**src/rtl/wiper_cmd_pkg.sv**
```systemverilog
package wiper_cmd_pkg;
  typedef enum logic [1:0] {
    OP_NONE = 2'b00,
    OP_UP   = 2'b01,
    OP_DOWN = 2'b10,
    OP_BAD  = 2'b11
  } wiper_op_e;

  localparam logic [3:0] ADR_WIP0 = 4'h0;
  localparam logic [3:0] ADR_WIP1 = 4'h1;
  localparam logic [3:0] ADR_LCK0 = 4'h2;
  localparam logic [3:0] ADR_LCK1 = 4'h3;
  localparam logic [3:0] ADR_CTRL = 4'h4;
  localparam logic [3:0] ADR_RSV5 = 4'h5;
  localparam logic [3:0] ADR_PROT = 4'hF;
endpackage

```
**src/rtl/wiper_frame_rx.sv**
```systemverilog
module wiper_frame_rx #(
  parameter int FRAME_BITS = 8
) (
  input  logic                  clk,
  input  logic                  rst,
  input  logic                  spi_clk,
  input  logic                  spi_sel_n,
  input  logic                  spi_mosi,
  input  logic                  hv_in,
  output logic                  frm_stb,
  output logic                  frm_ok,
  output logic [FRAME_BITS-1:0] frm_byte,
  output logic                  frm_hv
);
  localparam int CW = $clog2(FRAME_BITS + 2);

  logic                  sclk_q;
  logic                  sel_q;
  logic [CW-1:0]         cnt;
  logic [FRAME_BITS-1:0] shreg;
  logic                  sclk_rise;
  logic                  sel_rise;

  assign sclk_rise = spi_clk & ~sclk_q & ~spi_sel_n;
  assign sel_rise  = spi_sel_n & ~sel_q;

  always_ff @(posedge clk) begin
    if (rst) begin
      sclk_q   <= 1'b0;
      sel_q    <= 1'b1;
      cnt      <= '0;
      shreg    <= '0;
      frm_stb  <= 1'b0;
      frm_ok   <= 1'b0;
      frm_byte <= '0;
      frm_hv   <= 1'b0;
    end else begin
      sclk_q  <= spi_clk;
      sel_q   <= spi_sel_n;
      frm_stb <= sel_rise;
      if (sel_rise) begin
        // only an exact count of serial edges forms a valid frame
        frm_ok   <= (cnt == CW'(FRAME_BITS));
        frm_byte <= shreg;
        frm_hv   <= hv_in;
        cnt      <= '0;
      end else if (sclk_rise) begin
        shreg <= {shreg[FRAME_BITS-2:0], spi_mosi};
        if (cnt != '1) cnt <= cnt + 1'b1;
      end
    end
  end
endmodule

```
**src/rtl/wiper_reg.sv**
```systemverilog
module wiper_reg #(
  parameter int WIDTH   = 8,
  parameter int RST_VAL = 128
) (
  input  logic             clk,
  input  logic             rst,
  input  logic             step_up,
  input  logic             step_dn,
  output logic [WIDTH-1:0] val
);
  always_ff @(posedge clk) begin
    if (rst) val <= WIDTH'(RST_VAL);
    else if (step_up && val != '1) val <= val + 1'b1;
    else if (step_dn && val != '0) val <= val - 1'b1;
  end


  wiper_unit_step_chk: assert property (@(posedge clk) disable iff (rst)
    !$stable(val) |-> (val == $past(val) + 1'b1) || (val == $past(val) - 1'b1));


  wiper_no_wrap_chk: assert property (@(posedge clk) disable iff (rst)
    !(($past(val) == '1 && val == '0) || ($past(val) == '0 && val == '1)));
endmodule

```
**src/rtl/wiper_nv_timer.sv**
```systemverilog
module wiper_nv_timer #(
  parameter int WR_CYCLES = 64
) (
  input  logic clk,
  input  logic rst,
  input  logic start,
  output logic busy
);
  localparam int TW = $clog2(WR_CYCLES + 1);

  logic [TW-1:0] left;

  always_ff @(posedge clk) begin
    if (rst) left <= '0;
    else if (start && left == '0) left <= TW'(WR_CYCLES);
    else if (left != '0) left <= left - 1'b1;
  end

  assign busy = (left != '0);


  nv_busy_cause_chk: assert property (@(posedge clk) disable iff (rst)
    $rose(busy) |-> $past(start));


  nv_start_busy_chk: assert property (@(posedge clk) disable iff (rst)
    (start && !busy) |=> busy);
endmodule

```
**src/rtl/wiper_cmd_top.sv**
```systemverilog
module wiper_cmd_top
  import wiper_cmd_pkg::*;
#(
  parameter int WIPER_W   = 8,
  parameter int WIPER_RST = 128,
  parameter int WR_CYCLES = 64
) (
  input  logic               clk,
  input  logic               rst,
  input  logic               spi_clk,
  input  logic               spi_sel_n,
  input  logic               spi_mosi,
  input  logic               hv_cmd,
  output logic [WIPER_W-1:0] wiper0_o,
  output logic [WIPER_W-1:0] wiper1_o,
  output logic               lock0_o,
  output logic               lock1_o,
  output logic               wprot_o,
  output logic               nv_busy_o,
  output logic               cmd_err_o
);
  localparam int NW = 2;
  localparam int FB = 8;

  logic          frm_stb, frm_ok, frm_hv;
  logic [FB-1:0] frm_byte;
  logic [3:0]    addr;
  wiper_op_e     op;
  logic          is_vol, accept, op_ok, go_up;
  logic [NW-1:0] step_up, step_dn, lock_q, lock_d;
  logic          prot_d, prot_q, err_q, set_err, clr_err, nv_start;
  logic [WIPER_W-1:0] wval [NW];

  wiper_frame_rx #(.FRAME_BITS(FB)) u_rx (
    .clk(clk), .rst(rst), .spi_clk(spi_clk), .spi_sel_n(spi_sel_n),
    .spi_mosi(spi_mosi), .hv_in(hv_cmd), .frm_stb(frm_stb),
    .frm_ok(frm_ok), .frm_byte(frm_byte), .frm_hv(frm_hv)
  );

  assign addr   = frm_byte[7:4];
  assign op     = wiper_op_e'(frm_byte[3:2]);
  assign op_ok  = (op == OP_UP) || (op == OP_DOWN);
  assign go_up  = (op == OP_UP);
  // only volatile targets pass while a write is running
  assign is_vol = (addr == ADR_WIP0) || (addr == ADR_WIP1) ||
                  (addr == ADR_CTRL) || (addr == ADR_RSV5);
  assign accept = frm_stb && frm_ok && (!nv_busy_o || is_vol);

  always_comb begin
    step_up  = '0;
    step_dn  = '0;
    lock_d   = lock_q;
    prot_d   = prot_q;
    set_err  = 1'b0;
    clr_err  = 1'b0;
    nv_start = 1'b0;
    if (accept) begin
      if (!op_ok) begin
        set_err = 1'b1;
      end else begin
        case (addr)
          ADR_WIP0, ADR_WIP1: begin
            clr_err = 1'b1;
            // a locked wiper moves only on elevated commands
            if (!lock_q[addr[0]] || frm_hv) begin
              step_up[addr[0]] = go_up;
              step_dn[addr[0]] = !go_up;
            end
          end
          ADR_LCK0, ADR_LCK1: begin
            if (frm_hv) begin
              lock_d[addr[0]] = !go_up;
              nv_start        = 1'b1;
              clr_err         = 1'b1;
            end else begin
              set_err = 1'b1;
            end
          end
          ADR_PROT: begin
            if (frm_hv) begin
              prot_d   = !go_up;
              nv_start = 1'b1;
              clr_err  = 1'b1;
            end else begin
              set_err = 1'b1;
            end
          end
          default: set_err = 1'b1;
        endcase
      end
    end
  end

  always_ff @(posedge clk) begin
    if (rst) begin
      lock_q <= '0;
      prot_q <= 1'b0;
      err_q  <= 1'b0;
    end else begin
      lock_q <= lock_d;
      prot_q <= prot_d;
      if (set_err) err_q <= 1'b1;
      else if (clr_err) err_q <= 1'b0;
    end
  end

  for (genvar g = 0; g < NW; g++) begin : g_wiper
    wiper_reg #(.WIDTH(WIPER_W), .RST_VAL(WIPER_RST)) u_wiper (
      .clk(clk), .rst(rst), .step_up(step_up[g]), .step_dn(step_dn[g]),
      .val(wval[g])
    );
  end

  wiper_nv_timer #(.WR_CYCLES(WR_CYCLES)) u_timer (
    .clk(clk), .rst(rst), .start(nv_start), .busy(nv_busy_o)
  );

  assign wiper0_o  = wval[0];
  assign wiper1_o  = wval[1];
  assign lock0_o   = lock_q[0];
  assign lock1_o   = lock_q[1];
  assign wprot_o   = prot_q;
  assign cmd_err_o = err_q;


  busy_holds_locks_chk: assert property (@(posedge clk) disable iff (rst)
    $past(nv_busy_o) |-> ($stable(lock_q) && $stable(prot_q)));


  lock_needs_hv_chk: assert property (@(posedge clk) disable iff (rst)
    !$stable(lock_q) |-> $past(frm_stb && frm_ok && frm_hv));


  prot_needs_hv_chk: assert property (@(posedge clk) disable iff (rst)
    !$stable(prot_q) |-> $past(frm_stb && frm_ok && frm_hv));
endmodule

```
**config.mk**
```make
export PLATFORM = sky130hd
export DESIGN_NAME = wiper_cmd_top
export DESIGN_NICKNAME = d
export VERILOG_FILES = /design/src/rtl/wiper_cmd_pkg.sv /design/src/rtl/wiper_frame_rx.sv /design/src/rtl/wiper_reg.sv /design/src/rtl/wiper_nv_timer.sv /design/src/rtl/wiper_cmd_top.sv
export SDC_FILE = /design/constraint.sdc
export NUM_CORES = 1
export LEC_CHECK = 0
export BUFFER_PORTS_ARGS = -buffer_cell sky130_fd_sc_hd__buf_2
export CAP_MARGIN = 20
export CELL_PAD_IN_SITES_DETAIL_PLACEMENT = 1
export CELL_PAD_IN_SITES_GLOBAL_PLACEMENT = 1
export CORE_MARGIN = 2
export CORE_UTILIZATION = 40
export CTS_BUF_LIST = sky130_fd_sc_hd__clkbuf_4 sky130_fd_sc_hd__clkbuf_8
export DETAILED_ROUTE_END_ITERATION = 12
export PLACE_DENSITY = 0.79
export REMOVE_ABC_BUFFERS = 1
export SLEW_MARGIN = 20
export SYNTH_ARGS = -nofsm -noshare
export SYNTH_HDL_FRONTEND = slang
export SYNTH_SLANG_ARGS = --single-unit
```
**constraint.sdc**
```tcl
create_clock -name clk -period 4 [get_ports clk]
set_input_delay 0.6 -clock clk [delete_from_list [all_inputs] [get_ports clk]]
set_output_delay 0.6 -clock clk [all_outputs]
set_load 0.02 [all_outputs]
```
==> impl_metrics.tcl <==
set metrics [dict create \
    outcome "finished clean" \
    seq_area_frac_synth_pct 38.89 \
    pwr-share-comb_pct 22.4 \
    die_w_um 84.22 \
    cts_made_buffers 5 \
    critPathKind "reg -> reg" \
    cts.path.max_buffers 2 \
    ir_drop_uv 214.5 \
    timing.final.ws_setup_ns 0.4547 \
    switching_share_pct 31.97 \
    drive_above_1_share_pct 14.06 \
    cts-root-buf "clkbuf_8" \
    powerDensity_nw_per_um2 391.8 \
    register_area_um2 1001 \
    synthCells 284 \
    antenna_found_initial 0 \
    grt_pass1_vias 2118 \
    p_seq_share_pct 50.1 \
    grt_max_degree 42 \
    ys_types 42 \
    dr.pass1.iters 3 \
    antennaDiodeCount 0 \
    synth_edf_count 0 \
    vias_per_cell 5.377 \
    preCtsSetupSlack_ns 0.5266 \
    track_usage_pct 16.50 \
    start_util_pct 41.00 \
    vias 2097 \
    die_h_um 84.22 \
    fin_worst_skew_ns 0.004866 \
    holdCritPathClass "reg -> reg" \
    cts_setup_buffers 0 \
    ios 27 \
    clock_sinks 50 \
    worst_ep_required_time_ns 4.19 \
    fin_crit_ns 3.545 \
    clock_latency_ns 0.30 \
    core_area_um2 6277 \
    syn_avg_cell_area_um2 9.062 \
    tightestPinTransition_ns 0.8163 \
    die_area_um2 7092 \
    final_common_cell "dfxtp_1" \
    cts_tree "built" \
    port_buffers 26 \
    critPathCaptureType "flip-flop" \
    maxSlewHeadroom_pct 45.47 \
    drtAntennaViolNets 0 \
    maxCapViolCount 0 \
    cts.hold.buffers_added 0 \
    drc 0 \
    critPathMaxFanout 7 \
    cts_resized 0 \
    fmax_mhz 282.1 \
    pwr-share-clk_pct 27.4 \
    post-route-period-util_pct 88.63 \
    rsz0062_at_grt "no" \
    p_leak_nw 1.134 \
    grt_pass1_wl_mm 9.811 \
    multiInputGateArea_um2 1501 \
    drt_iter0_drc 64 \
    critPathLaunchType "flip-flop" \
    drt_wl_total_mm 5.575 \
    finalSetupViolCount 0 \
    row_count 29 \
    dominantRegCellSynth "dfxtp_1" \
    layout_common_cells "dfxtp_1, nor2_1, buf_2, mux2i_1, ha_1" \
    area_delta_synth_final_pct 11.76 \
    n_fill_cell 765 \
    synth.cell_area_um2 2574 \
    p_int_mw 0.7668 \
    ys_warn_count 0 \
    async_flop_share_pct 0 \
    power_switching_mw 0.3604 \
    ys_ff_latch 50 \
    wl_per_cell_um 14.29 \
    clk_pin_slew_ns 0.10 \
    hpwl_mm 4.165 \
    htree_levels 2 \
    slew_violations 0 \
    finalSetupTns_ns 0 \
    arrival_ns 3.74 \
    grt-ovfl-total 0 \
    fin_nets 337 \
    gp_congestion 0.7424 \
    hold_viol_final 0 \
]
worst paths after layout:
kind | slack [ns] | endpoint | cells after the start | start
min | 0.49 | u_rx.frm_byte[7] | 1 | u_rx.shreg[7]
min reg2reg | 0.49 | u_rx.frm_byte[7] | 1 | u_rx.shreg[7]
max reg2reg | 0.45 | g_wiper[1].u_wiper.val[7] | 12 | u_timer.left[2]
max | 0.45 | g_wiper[1].u_wiper.val[7] | 12 | u_timer.left[2]
Yosys cell counts (9+ instances only):
cell type	instances	area share, %
dfxtp_1	50	39
nor2_1	45	6.6
mux2i_1	22	8.6
ha_1	17	8.3
a21oi_1	15	2.9
xnor2_1	15	5.1
nand2_1	14	2.0
inv_1	11	1.6
nor3_1	9	1.7
o21ai_0	9	1.7
state kept, by name (all words and copies together) (netlist names), 2 cells and up:
signal and flops:
g_wiper.u_wiper.val 16, u_rx.shreg 8, u_timer.left 7, u_rx.frm_byte 6, u_rx.cnt 4, lock_q 2
worst max-delay path, cell delays in order, from the launching register on:
cell      delay, ns
dfxtp_1        0.36
nor4_2         0.33
and3b_1        0.23
inv_1          0.09
o21ai_0        0.13
nand3_1        0.33
ha_1           0.41
a211oi_1       0.26
o311ai_0       0.24
o31ai_1        0.35
mux2i_1        0.29
nor3_1         0.08
or3b_1         0.34
power by group through the flow:
stage | clock [mW] | combinational, mW | sequential (mW)
floorplan | 0 | 0.187 | 0.569
global placement | 0 | 0.247 | 0.575
detailed placement | 0 | 0.255 | 0.576
CTS | 0.322 | 0.256 | 0.566
global route | 0.331 | 0.284 | 0.570
finish | 0.309 | 0.253 | 0.565
area by class of cell:
| cell class | count | area share [%] |
|---|---|---|
| clock buffers | 5 | 2.392 |
| flip-flops and latches | 50 | 34.80 |
| inverters | 11 | 1.435 |
| multi-input cells | 216 | 52.20 |
| clock inverters | 3 | 0.7829 |
| well taps | 77 | 3.349 |
| repair buffers | 28 | 5.046 |
per-stage QoR:
stage | instance area (µm²) | instances | utilization [%] | power [mW] | hold WS (ns)
after floorplan | 2539 | 277 | - | 0.7558 | 0.4417
after CTS | 2877 | 390 | 45.82 | 1.144 | 0.4949
final | 2877 | 390 | 45.82 | 1.127 | 0.4916
after global routing | 2877 | 390 | 45.82 | 1.185 | 0.5041
after detailed placement | 2785 | 382 | 44.37 | 0.8316 | 0.4665
after global placement | 2785 | 382 | 44.37 | 0.8219 | 0.4545
routing by layer:
| metal | part of all wire, % | vias to the layer above | global-route usage (%) | wire length (µm) |
|---|---|---|---|---|
| li1 | - | 1059 | - | - |
| met2 | 50 | 20 | 29.58 | 2805 |
| met1 | 46 | 1013 | 20.55 | 2589 |
| met3 | 2.6 | 5 | 3.245 | 147 |
| met4 | 0.57 | 0 | 3.372 | 32 |
| met5 | 0 | - | 0 | 0 |
kinds of logic (layout without fill, tap and decap cells):
family / count (synthesis) / in the layout / synth area share, %
adders and majority gates: 19 / 19 / 9.820
buffers and inverters: 18 / 47 / 2.965
DFF: 50 / 50 / 38.89
muxes: 22 / 22 / 8.556
xor gates and xnor gates: 18 / 18 / 6.126
AOI/OAI and AO/OA: 48 / 48 / 12.69
and+or+nand+nor: 109 / 109 / 20.95
Note: power is estimated with default switching activity, not from simulation.
